$ cat src/rtl/fwsb_pkg.sv
package fwsb_pkg;

    // Sequencer states of the bridge
    typedef enum logic [1:0] {
        SEQ_IDLE  = 2'd0,
        SEQ_SHIFT = 2'd1,
        SEQ_RESP  = 2'd2
    } seq_state_e;

    // Bit offset of a byte lane inside a data word
    function automatic int unsigned lane_lsb(input int unsigned lane);
        return lane * 8;
    endfunction

endpackage

$ cat src/rtl/fwsb_seg_decode.sv
module fwsb_seg_decode #(
    parameter int ADDR_W    = 28,
    parameter int NUM_DEV   = 5,
    parameter int SEG0_LOG2 = 26,
    parameter int SEGN_LOG2 = 25,
    localparam int DEV_W    = (NUM_DEV > 1) ? $clog2(NUM_DEV) : 1
) (
    input  logic [ADDR_W-1:0] addr,
    output logic              hit,
    output logic [DEV_W-1:0]  dev_idx
);
    localparam int AW1 = ADDR_W + 1;

    logic [NUM_DEV-1:0] match;
    logic [AW1-1:0]     addr_x;

    assign addr_x = {1'b0, addr};

    // One range comparator per device segment; a wrapped difference is
    // always larger than the segment span, so one compare covers both ends.
    for (genvar g = 0; g < NUM_DEV; g++) begin : g_seg
        localparam logic [AW1-1:0] UNIT = AW1'(1);
        localparam logic [AW1-1:0] BASE = (g == 0) ? '0 :
            ((UNIT << SEG0_LOG2) + (AW1'(g - 1) << SEGN_LOG2));
        localparam logic [AW1-1:0] SPAN = (g == 0) ?
            (UNIT << SEG0_LOG2) : (UNIT << SEGN_LOG2);
        logic [AW1-1:0] rel;
        assign rel      = addr_x - BASE;
        assign match[g] = (rel < SPAN);
    end

    always_comb begin
        dev_idx = '0;
        for (int i = NUM_DEV - 1; i >= 0; i--) begin
            if (match[i]) begin
                dev_idx = DEV_W'(i);
            end
        end
    end

    assign hit = |match;

endmodule

$ cat src/rtl/fwsb_spi_shift.sv
module fwsb_spi_shift #(
    parameter int SCK_HALF = 2,
    localparam int CNT_W   = (SCK_HALF > 1) ? $clog2(SCK_HALF) : 1
) (
    input  logic       clk,
    input  logic       rst_n,
    input  logic       start,
    input  logic [7:0] tx_byte,
    output logic       done,
    output logic [7:0] rx_byte,
    output logic       spi_sck,
    output logic       spi_mosi,
    input  logic       spi_miso
);
    typedef struct packed {
        logic             busy;
        logic             sck;
        logic [2:0]       bit_n;
        logic [CNT_W-1:0] cnt;
        logic [7:0]       tx;
        logic [7:0]       rx;
    } sh_t;

    sh_t  sh_d, sh_q;
    logic tick;

    assign tick = (sh_q.cnt == CNT_W'(SCK_HALF - 1));

    always_comb begin
        sh_d = sh_q;
        done = 1'b0;
        if (sh_q.busy) begin
            sh_d.cnt = tick ? '0 : sh_q.cnt + 1'b1;
        end
        if (sh_q.busy && tick) begin
            if (!sh_q.sck) begin
                // rising edge: sample the slave
                sh_d.sck = 1'b1;
                sh_d.rx  = {sh_q.rx[6:0], spi_miso};
            end else begin
                // falling edge: advance to the next bit or finish
                sh_d.sck = 1'b0;
                if (sh_q.bit_n == 3'd7) begin
                    sh_d.busy = 1'b0;
                    done      = 1'b1;
                end else begin
                    sh_d.bit_n = sh_q.bit_n + 3'd1;
                    sh_d.tx    = {sh_q.tx[6:0], 1'b0};
                end
            end
        end
        if (start) begin
            sh_d.busy  = 1'b1;
            sh_d.sck   = 1'b0;
            sh_d.cnt   = '0;
            sh_d.bit_n = '0;
            sh_d.tx    = tx_byte;
        end
    end

    always_ff @(posedge clk or negedge rst_n) begin
        if (!rst_n) begin
            sh_q <= '0;
        end else begin
            sh_q <= sh_d;
        end
    end

    assign spi_sck  = sh_q.sck;
    assign spi_mosi = sh_q.tx[7];
    assign rx_byte  = sh_q.rx;

endmodule

$ cat src/rtl/flash_win_spi_bridge.sv
module flash_win_spi_bridge
    import fwsb_pkg::*;
#(
    parameter int ADDR_W    = 28,
    parameter int NUM_DEV   = 5,
    parameter int SEG0_LOG2 = 26,
    parameter int SEGN_LOG2 = 25,
    parameter int DATA_W    = 32,
    parameter int SCK_HALF  = 2
) (
    input  logic                          clk,
    input  logic                          rst_n,
    input  logic                          req_valid,
    input  logic                          req_write,
    input  logic [ADDR_W-1:0]             req_addr,
    input  logic [$clog2(DATA_W/8)-1:0]   req_size,
    input  logic [DATA_W-1:0]             req_wdata,
    output logic                          req_ready,
    output logic [DATA_W-1:0]             rsp_rdata,
    input  logic [NUM_DEV-1:0]            dev_user_mode,
    input  logic [NUM_DEV-1:0]            dev_wr_en,
    output logic                          spi_sck,
    output logic                          spi_mosi,
    input  logic                          spi_miso
);
    localparam int SIZE_W = $clog2(DATA_W / 8);
    localparam int DEV_W  = (NUM_DEV > 1) ? $clog2(NUM_DEV) : 1;

    typedef struct packed {
        seq_state_e        state;
        logic [SIZE_W-1:0] idx;
        logic [SIZE_W-1:0] last;
        logic              write;
        logic [DATA_W-1:0] wdata;
        logic [DATA_W-1:0] rdata;
    } seq_t;

    seq_t             seq_d, seq_q;
    logic             seg_hit;
    logic [DEV_W-1:0] seg_idx;
    logic             sh_start;
    logic [7:0]       sh_tx;
    logic             sh_done;
    logic [7:0]       sh_rx;

    fwsb_seg_decode #(
        .ADDR_W   (ADDR_W),
        .NUM_DEV  (NUM_DEV),
        .SEG0_LOG2(SEG0_LOG2),
        .SEGN_LOG2(SEGN_LOG2)
    ) dec_i (
        .addr    (req_addr),
        .hit     (seg_hit),
        .dev_idx (seg_idx)
    );

    fwsb_spi_shift #(
        .SCK_HALF(SCK_HALF)
    ) shf_i (
        .clk      (clk),
        .rst_n    (rst_n),
        .start    (sh_start),
        .tx_byte  (sh_tx),
        .done     (sh_done),
        .rx_byte  (sh_rx),
        .spi_sck  (spi_sck),
        .spi_mosi (spi_mosi),
        .spi_miso (spi_miso)
    );

    always_comb begin
        seq_d    = seq_q;
        sh_start = 1'b0;
        sh_tx    = 8'h00;
        unique case (seq_q.state)
            SEQ_IDLE: begin
                if (req_valid) begin
                    seq_d.write = req_write;
                    seq_d.wdata = req_wdata;
                    seq_d.last  = req_size;
                    seq_d.idx   = '0;
                    seq_d.rdata = '0;
                    seq_d.state = SEQ_RESP;
                    if (seg_hit) begin
                        if (!dev_user_mode[seg_idx]) begin
                            // not in user mode: reads see all ones, writes drop
                            if (!req_write) begin
                                seq_d.rdata = '1;
                            end
                        end else if (!req_write || dev_wr_en[seg_idx]) begin
                            sh_start    = 1'b1;
                            sh_tx       = req_write ? req_wdata[7:0] : 8'h00;
                            seq_d.state = SEQ_SHIFT;
                        end
                    end
                end
            end
            SEQ_SHIFT: begin
                if (sh_done) begin
                    if (!seq_q.write) begin
                        seq_d.rdata[lane_lsb(32'(seq_q.idx)) +: 8] = sh_rx;
                    end
                    if (seq_q.idx == seq_q.last) begin
                        seq_d.state = SEQ_RESP;
                    end else begin
                        seq_d.idx = seq_q.idx + 1'b1;
                        sh_start  = 1'b1;
                        sh_tx     = seq_q.write ?
                            seq_q.wdata[lane_lsb(32'(seq_d.idx)) +: 8] : 8'h00;
                    end
                end
            end
            SEQ_RESP: begin
                seq_d.state = SEQ_IDLE;
            end
            default: begin
                seq_d.state = SEQ_IDLE;
            end
        endcase
    end

    always_ff @(posedge clk or negedge rst_n) begin
        if (!rst_n) begin
            seq_q <= '{state: SEQ_IDLE, default: '0};
        end else begin
            seq_q <= seq_d;
        end
    end

    assign req_ready = (seq_q.state == SEQ_RESP);
    assign rsp_rdata = seq_q.rdata;

endmodule

$ cat config.mk
export PLATFORM = sky130hd
export DESIGN_NAME = flash_win_spi_bridge
export DESIGN_NICKNAME = d
export VERILOG_FILES = /design/src/rtl/fwsb_pkg.sv /design/src/rtl/fwsb_seg_decode.sv /design/src/rtl/fwsb_spi_shift.sv /design/src/rtl/flash_win_spi_bridge.sv
export SDC_FILE = /design/constraint.sdc
export NUM_CORES = 1
export LEC_CHECK = 0
export BUFFER_PORTS_ARGS = -buffer_cell sky130_fd_sc_hd__buf_2
export CORE_MARGIN = 4
export CORE_UTILIZATION = 30
export DETAILED_ROUTE_END_ITERATION = 7
export PLACE_DENSITY = 0.47
export SLEW_MARGIN = 20
export SYNTH_ARGS = -nofsm -noshare
export SYNTH_HDL_FRONTEND = slang
export SYNTH_HIERARCHICAL = 1
export SYNTH_SLANG_ARGS = --single-unit
$ cat constraint.sdc
create_clock -name clk -period 2.9 [get_ports clk]
set_input_delay 0.58 -clock clk [delete_from_list [all_inputs] [get_ports clk]]
set_output_delay 0.58 -clock clk [all_outputs]
set_load 0.03 [all_outputs]
==> results by group, run 1 <==
Clock tree
  • Master cell of the clock root buffer: clkbuf_16
  • Inserted Clock Buffers: 9
  • CTS tree: done
  • Clock transition at the registers of the reported paths: 70 ps
  • Hold-fix buffers at CTS: 0
  • CTS Buffer Depth: 2
  • Number of sinks driven by the clock tree: 93
  • Clock insertion delay at the later pin of the skew report: 340 ps
  • H-tree depth: 3

Pwr
  • Switching share of power: 38.9%
  • P_leak: 2.58 nW
  • VDD IR-drop max: 493 uV
  • Internal power contribution: 0.00362 W
  • Power density over cell area: 982 mW/mm^2
  • Total Power Consumption: 0.00592 W
  • Combinational cell fraction of total power: 39.7%
  • Power share of the clock group: 20.7%
  • Total net switching power: 0.00230 W
  • Sequential share of power: 39.6%

STA
  • Worst Hold Slack: 216 ps
  • Transition time of the tightest slew-check pin: 547 ps
  • Setup repair after global routing missed its margin: true
  • Clock period minus final worst setup slack: 2820 ps
  • Final-report setup violation count: 0
  • Worst setup skew after layout: 14.5 ps
  • Headroom to the max-slew limit: 63.5%
  • Share of the cycle needed by the critical path after routing: 97.1%
  • Final hold violation count: 0
  • Final-report max-slew violation count: 0
  • Achievable frequency: 355 MHz

Setup path
  • Maximum fanout along the worst path: 16
  • Setup slack of the worst register-to-register path: 630 ps
  • Category of the worst setup path launch point: primary input
  • Required time worst endpoint: 3160 ps
  • Class of the most critical setup path: in2reg
  • Number of cells on the worst reg-to-reg path: 10
  • Launching point of the worst reg2reg path: shf_i/sh_q[17]
  • Category of the worst setup path capture point: register
  • Worst flop-to-flop path endpoint: rsp_rdata[0]
  • CP arrival: 3070 ps

Global route
  • Global-route wire length before repair: 17.5 mm
  • Total global routing overflow: 0
  • All-layer global routing usage: 11.7%
  • Maximum number of pins on one net before global-route repair: 55
  • Via count of the first global-routing pass: 3435
  • Antenna violations before repair: 1

Route
  • Initial DRC count: 181
  • Wire length after detailed routing: 10.8 mm
  • WL/cell: 14.5 um
  • Count of antenna-violating nets left after detailed routing: 0
  • Number of iterations in the first detailed-routing pass: 4
  • Via-per-instance ratio: 4.64
  • Via count: 3460
  • DR DRC count: 0

Synthesis
  • Nets in the synthesized netlist: 553
  • #FFs+latches synth: 93
  • Netlist cell types: 46
  • Number of standard cells after synthesis: 464
  • Async set-or-reset flop fraction in the synthesized netlist: 100%
  • Average instance area after synthesis: 10.7 sq um
  • Yosys top cell by area: dfrtp_1
  • Ys flop type: dfrtp_1
  • Cell area after synthesis: 0.00496 sq mm
  • Yosys synthesis warning count: 6
  • Sequential fraction of the synthesis area: 46.9%
  • Post-synth EDFFs: 0
  • Share of Yosys cell area claimed by the top area cell type: 46.9%
  • Leading cell types by total area after synthesis: dfrtp_1 47%, mux2_2 8.2%, buf_4 6.7%

Die
  • Starting utilization of the core area: 30.9%
  • Die area: 0.0186 sq mm
  • Ports: 112
  • Die Height: 137 um
  • # rows: 46
  • Area of the core region: 0.0161 sq mm
  • Die Span X: 137 um

Cells and area
  • Growth of design area from synthesis to finish: 21.7%
  • Fin cells: 745
  • Final Net Count: 613
  • Fraction of final layout cells with drive strength greater than 1: 38.8%
  • Antenna Diode Count: 0
  • Final standard cell utilization of the core: 37.6%

Placed design
  • Count of input and output buffers: 86
  • Routability cong.: 0.761
  • Cell total after placement: 724
  • Detailed Place HPWL: 7.50 mm

Run
  • # Max-Cap Violations: 0

Min path
  • Class of the tightest hold or removal check: in2async

Run status
  • Outcome: finished clean
-- kinds of logic after synthesis --
family	after synthesis	share of synthesized area [%]
and+or+nand+nor	148	13.9
DFF	93	46.9
buffers and inverters	76	10.5
AOI/OAI and AO/OA	66	8.66
muxes	65	16.3
adders and majority gates	12	3.03
xor gates and xnor gates	4	0.707
-- state kept, by name (all words and copies together), names as in the netlist --
name	flops
shf_i/sh_q	11
rsp_rdata	32
shf_i/spi_sck	1
shf_i/tick	1
shf_i/rx_byte	8
seq_q	39
shf_i/spi_mosi	1
-- Yosys cell counts, types with 2 or more instances --
master and n:
nand2_1 60, buf_1 3, ha_1 12, buf_2 5, mux2_1 8, nand4b_1 2, mux2_2 36, nor2_1 45
buf_6 4, inv_1 8, buf_12 2, buf_4 44, and3b_1 2, and3_1 7, mux4_2 8, mux2i_1 13
a31oi_2 6, and4_1 3, nand3_1 13, a31oi_1 27, clkbuf_1 10, xnor2_1 4, o21ai_0 12, dfrtp_1 93
or3_1 2, a21oi_1 7, nor3_1 2, o21ai_1 8
-- what timing repair did --
action / in CTS / in global routing
endpoints found under the hold margin: 0 / 0
gates resized for setup: 1 / 33
pin swaps: 1 / 15
setup endpoints to repair: 12 / 46
gates cloned: 0 / 3
buffers inserted: 1 / 1
-- metal layers --
| layer | vias up | routed length [um] | global-route usage (%) | share of wire [%] |
|---|---|---|---|---|
| met5 | - | 12 | 0 | 0.11 |
| met4 | 2 | 140 | 3.14 | 1.3 |
| met3 | 14 | 585 | 3.27 | 5.4 |
| met2 | 84 | 5190 | 18.5 | 48 |
| met1 | 1656 | 4870 | 15.8 | 45 |
| li1 | 1704 | - | - | - |
-- worst max-delay path by stage --
stage                      start  slack [ps]            end  cells after the start
finish              req_addr[26]          80  rsp_rdata[24]                     11
global route        req_addr[26]         -40  rsp_rdata[30]                     11
CTS                 req_addr[26]          10  shf_i/sh_q[8]                     14
detailed placement  req_addr[26]        -390  rsp_rdata[27]                     11
global placement    req_addr[26]        -340  rsp_rdata[27]                     11
floorplan           req_addr[26]        -150  rsp_rdata[25]                     11
-- placed cells by master, fill, tap and decap left out, drive strengths merged, types with 7 or more instances in the layout --
master,synthesis,final
a21oi,7,7
a31oi,33,33
and3,7,7
buf,58,114
clkbuf,10,12
dfrtp,93,93
ha,12,12
inv,8,12
mux2,44,44
mux2i,13,13
mux4,8,8
nand2,60,60
nand3,13,13
nor2,45,45
o21ai,20,20
-- through the flow --
step	TNS, ps	setup slack (ps)	area, sq um
2_1_floorplan	-3350	-146	5010
3_3_place_gp	-13490	-337	5450
3_5_place_dp	-15620	-388	5450
4_1_cts	0	11.4	5780
5_1_grt	-704	-39.6	6030
6_report	0	83.9	6030
-- power by group through the flow --
| stage | logic, W | clock network [W] | registers (W) |
|---|---|---|---|
| after floorplan | 0.00218 | 0 | 0.00216 |
| after global placement | 0.00217 | 0 | 0.00235 |
| after detailed placement | 0.00221 | 0 | 0.00238 |
| after CTS | 0.00222 | 0.00127 | 0.00235 |
| after global routing | 0.00257 | 0.00132 | 0.00244 |
| final | 0.00235 | 0.00123 | 0.00234 |
-- critical path, cell delays in order --
cell and delay [ps]:
buf_8 80, nor2_4 40, ha_4 240, or4b_4 460, nor4b_4 350, or2b_4 180, nor2_1 40, or3_4 330
or3_4 400, clkbuf_16 200, a31oi_1 160
-- layout make-up --
| type | count | area, sq um |
|---|---|---|
| Tap cell | 216 | 270 |
| Clock buffer | 9 | 225 |
| Multi-Input combinational cell | 295 | 2320 |
| Timing Repair Buffer | 117 | 772 |
| Sequential cell | 93 | 2330 |
| Fill cell | 1605 | 10000 |
| Clock inverter | 7 | 87.6 |
| Inverter | 8 | 30.0 |
No activity file was read; power rests on OpenSTA's default activity.
==> inputs of run 2 (changes only) <==
--- a/config.mk
+++ b/config.mk
@@ -5,6 +5,7 @@
 export SDC_FILE = /design/constraint.sdc
 export NUM_CORES = 1
 export LEC_CHECK = 0
+export ABC_AREA = 1
 export BUFFER_PORTS_ARGS = -buffer_cell sky130_fd_sc_hd__buf_2
 export CORE_MARGIN = 4
 export CORE_UTILIZATION = 30
==> run 2 against run 1 <==
- sequential power fell by 44%
- critical path depth up 7
- count of clock-buffer cells in the layout unchanged
- largest cell class unchanged
==> results by group, run 2 <==
Run status
  • Outcome: finished clean

Synthesis
  • Ys flop type: dfrtp_1
  • #FFs+latches synth: 93 (unchanged)
  • Yosys top cell by area: dfrtp_1
  • Synth Area in XOR/XNOR: 0.331% (-0.38 points)
  • Async set-or-reset flop fraction in the synthesized netlist: 100% (unchanged)
  • Post-synthesis simple-gate area fraction: 27.9% (+14 points)
  • Netlist cell types: 33 (-28%)
  • Number of standard cells after synthesis: 689 (+48%)
  • Most used standard cell by instance count after synthesis: nand2_1
  • Cell area after synthesis: 0.00529 sq mm (+6.6%)
  • Share of Yosys cell area claimed by the top area cell type: 44.0% (-2.9 points)
  • Mux cell area share after synthesis: 0% (-16 points)
  • Sequential fraction of the synthesis area: 44.0% (-2.9 points)
  • Dominant combinational cell family by area after synthesis: simple AND/OR/NAND/NOR gates
  • Yosys synthesis warning count: 6 (unchanged)
  • Nets in the synthesized netlist: 778 (+41%)
  • Post-synth top cells: 240 x nand2_1, 93 x dfrtp_1, 62 x o21ai_0, 50 x inv_1, 46 x nor2_1
  • Leading cell types by total area after synthesis: dfrtp_1 44%, nand2_1 17%, buf_4 6.0%
  • Post-synth EDFFs: 0 (unchanged)
  • Post-Synth Adder-Cell Area: 2.84% (-0.19 points)
  • Compound-Gate Fraction of Synth Area: 11.6% (+2.9 points)
  • Average instance area after synthesis: 7.67 sq um (-28%)

Clock tree
  • Inserted Clock Buffers: 9 (unchanged)
  • CTS Buffer Depth: 2 (unchanged)
  • Master cell of the clock root buffer: clkbuf_16
  • CTS tree: done
  • Clock transition at the registers of the reported paths: 60 ps (about the same)
  • Number of sinks driven by the clock tree: 93 (unchanged)
  • Clock insertion delay at the later pin of the skew report: 360 ps (+20 ps)
  • Post-cts resize count: 0 (-1)
  • Number of post-CTS setup repair buffers: 0 (-1)
  • H-tree depth: 3 (unchanged)
  • Hold-fix buffers at CTS: 0 (unchanged)

STA
  • Worst Hold Slack: 229 ps (+13.4 ps)
  • Total Neg Setup Slack: 0 ps (unchanged)
  • Final-report max-slew violation count: 0 (unchanged)
  • Share of the cycle needed by the critical path after routing: 85.2% (-12 points)
  • Headroom to the max-slew limit: 53.4% (-10 points)
  • Final-report setup violation count: 0 (unchanged)
  • Transition time of the tightest slew-check pin: 697 ps (+149 ps)
  • Worst setup margin: 430 ps (+347 ps)
  • Worst setup skew after layout: 13.8 ps (-0.690 ps)
  • Final hold violation count: 0 (unchanged)
  • Setup repair after global routing missed its margin: false
  • Achievable frequency: 405 MHz (+14%)
  • Clock period minus final worst setup slack: 2470 ps (-347 ps)

Pwr
  • Power density over cell area: 457 mW/mm^2 (-53%)
  • VDD IR-drop max: 298 uV (-40%)
  • Total net switching power: 0.000616 W (-73%)
  • Sequential share of power: 48.0% (+8.4 points)
  • P_leak: 3.18 nW (+23%)
  • Power share of the clock group: 46.9% (+26 points)
  • Switching share of power: 22.6% (-16 points)
  • Combinational cell fraction of total power: 5.0% (-35 points)
  • Internal power contribution: 0.00212 W (-42%)

Global route
  • Total global routing overflow: 0 (unchanged)
  • Global-route wire length before repair: 21.3 mm (+22%)
  • Maximum number of pins on one net before global-route repair: 52 (-5.5%)
  • All-layer global routing usage: 13.3% (+1.6 points)
  • Antenna violations before repair: 0 (-1)
  • Via count of the first global-routing pass: 4403 (+28%)

Cells and area
  • Antenna Diode Count: 0 (unchanged)
  • Register cell area after layout: 0.00233 sq mm (unchanged)
  • Filler Cell Count: 1873 (+17%)
  • Final Net Count: 823 (+34%)
  • Final standard cell utilization of the core: 34.6% (-3.0 points)
  • Number of flip-flops under the largest register name: 39 (unchanged)
  • Fraction of final layout cells with drive strength greater than 1: 21.0% (-18 points)
  • Growth of design area from synthesis to finish: 13.2%
  • Reg with most FFs: seq_q
  • Most common cell after layout, fill and taps aside: nand2_1
  • Area taken by multi-input logic gates: 0.00225 sq mm (-3.0%)
  • Commonest cells after routing, fill and taps aside: 240 x nand2_1, 93 x dfrtp_1, 85 x buf_2, 62 x o21ai_0, 50 x inv_1

Route
  • Via count: 4327 (+25%)
  • Wire length after detailed routing: 12.7 mm (+18%)
  • Via-per-instance ratio: 4.49 (-3.4%)
  • WL/cell: 13.2 um (-8.9%)
  • DR DRC count: 0 (unchanged)
  • Initial DRC count: 220 (+22%)
  • Number of iterations in the first detailed-routing pass: 4 (unchanged)
  • Count of antenna-violating nets left after detailed routing: 0 (unchanged)

Die
  • Ports: 112 (unchanged)
  • Die Span X: 141 um (+3.1%)
  • Die area: 0.0198 sq mm (+6.2%)
  • Area of the core region: 0.0173 sq mm (+7.7%)
  • # rows: 48 (+4.3%)
  • Die Height: 141 um (+3.1%)
  • Starting utilization of the core area: 30.6% (-0.31 points)

Setup path
  • Category of the worst setup path launch point: primary input
  • Category of the worst setup path capture point: register
  • Class of the most critical setup path: in2reg
  • CP arrival: 2710 ps (-360 ps)
  • Number of cells on the worst reg-to-reg path: 12 (+2)
  • Required time worst endpoint: 3140 ps (-20 ps)
  • Worst flop-to-flop path endpoint: shf_i/sh_q[10]
  • Maximum fanout along the worst path: 16 (unchanged)
  • Setup slack of the worst register-to-register path: 680 ps (+50 ps)
  • Launching point of the worst reg2reg path: shf_i/sh_q[17]

Run
  • # Max-Cap Violations: 0 (unchanged)

Min path
  • Class of the tightest hold or removal check: in2async

Placed design
  • Count of input and output buffers: 86 (unchanged)
  • Routability cong.: 0.775 (+1.9%)
  • Detailed Place HPWL: 9.43 mm (+26%)
  • Worst slack at placement: 38.4 ps (+427 ps)
run 2: cell types whose count changed in the layout (fill, tap and decap cells not counted), sizes merged, moves of 8 or more:
cell,delta
buf,-14
a31oi,-32
a21oi,+13
o22ai,+8
nand3,+29
mux2i,-13
o21ai,+58
mux2,-44
mux4,-8
nand2,+186
inv,+46
run 2: stage by stage:
step | total power (W) | cells | cell area, sq um
2_1_floorplan | 0.00139 | 689 | 5290
4_1_cts | 0.00278 | 964 | 5980
3_5_place_dp | 0.00148 | 948 | 5660
6_report | 0.00273 | 964 | 5980
3_3_place_gp | 0.00147 | 948 | 5660
5_1_grt | 0.00285 | 964 | 5980
run 2: worst max-delay path by stage:
stage / start / to / slack [ps] / cells after the start
floorplan: req_addr[27] / shf_i/sh_q[14] / 220 / 22
global placement: req_addr[26] / shf_i/spi_mosi / 60 / 18
detailed placement: req_addr[26] / shf_i/spi_mosi / 40 / 17
CTS: req_addr[26] / shf_i/spi_mosi / 390 / 17
global route: req_addr[26] / shf_i/sh_q[13] / 160 / 17
finish: req_addr[26] / shf_i/sh_q[9] / 430 / 18
run 2: final cells by class:
class / count / area share (%)
Sequential cell: 93 / 38.9
Multi-Input combinational cell: 469 / 37.6
Timing Repair Buffer: 100 / 9.41
Tap cell: 225 / 4.70
Inverter: 61 / 3.95
Clock buffer: 9 / 3.76
Clock inverter: 7 / 1.67
run 2: power groups by stage:
stage / clock [W] / sequential, W / combinational, W
4_1_cts: 0.00133 / 0.00131 / 0.000142
3_5_place_dp: 0 / 0.00134 / 0.000142
5_1_grt: 0.00138 / 0.00131 / 0.000160
2_1_floorplan: 0 / 0.00133 / 0.0000578
6_report: 0.00128 / 0.00131 / 0.000138
3_3_place_gp: 0 / 0.00134 / 0.000138
run 2: critical path, cell delays in order:
cell and delay [ps]:
buf_2 140, inv_2 50, ha_1 270, nand2_1 80, a21oi_1 150, buf_4 150
inv_2 60, nand2_1 50, nand3_1 60, nand3_1 110, nand2_1 60, nand3_1 110
o21ai_0 100, buf_4 160, inv_2 300, nand2_4 140, nand2_1 90, nand2_1 50
run 2: logic make-up (layout without fill, tap and decap cells):
group,count (synthesis),count (layout)
AOI/OAI and AO/OA,112,112
and+or+nand+nor,343,343
adders and majority gates,12,12
xor gates and xnor gates,2,2
DFF,93,93
buffers and inverters,127,177
run 2: routing by layer:
layer  wire (um)  track usage (%)  vias up
li1            -                -     2237
met2        6310             22.4       84
met1        5820             16.5     2000
met4          93             4.39        0
met5           0                0        -
met3         509             3.66        6
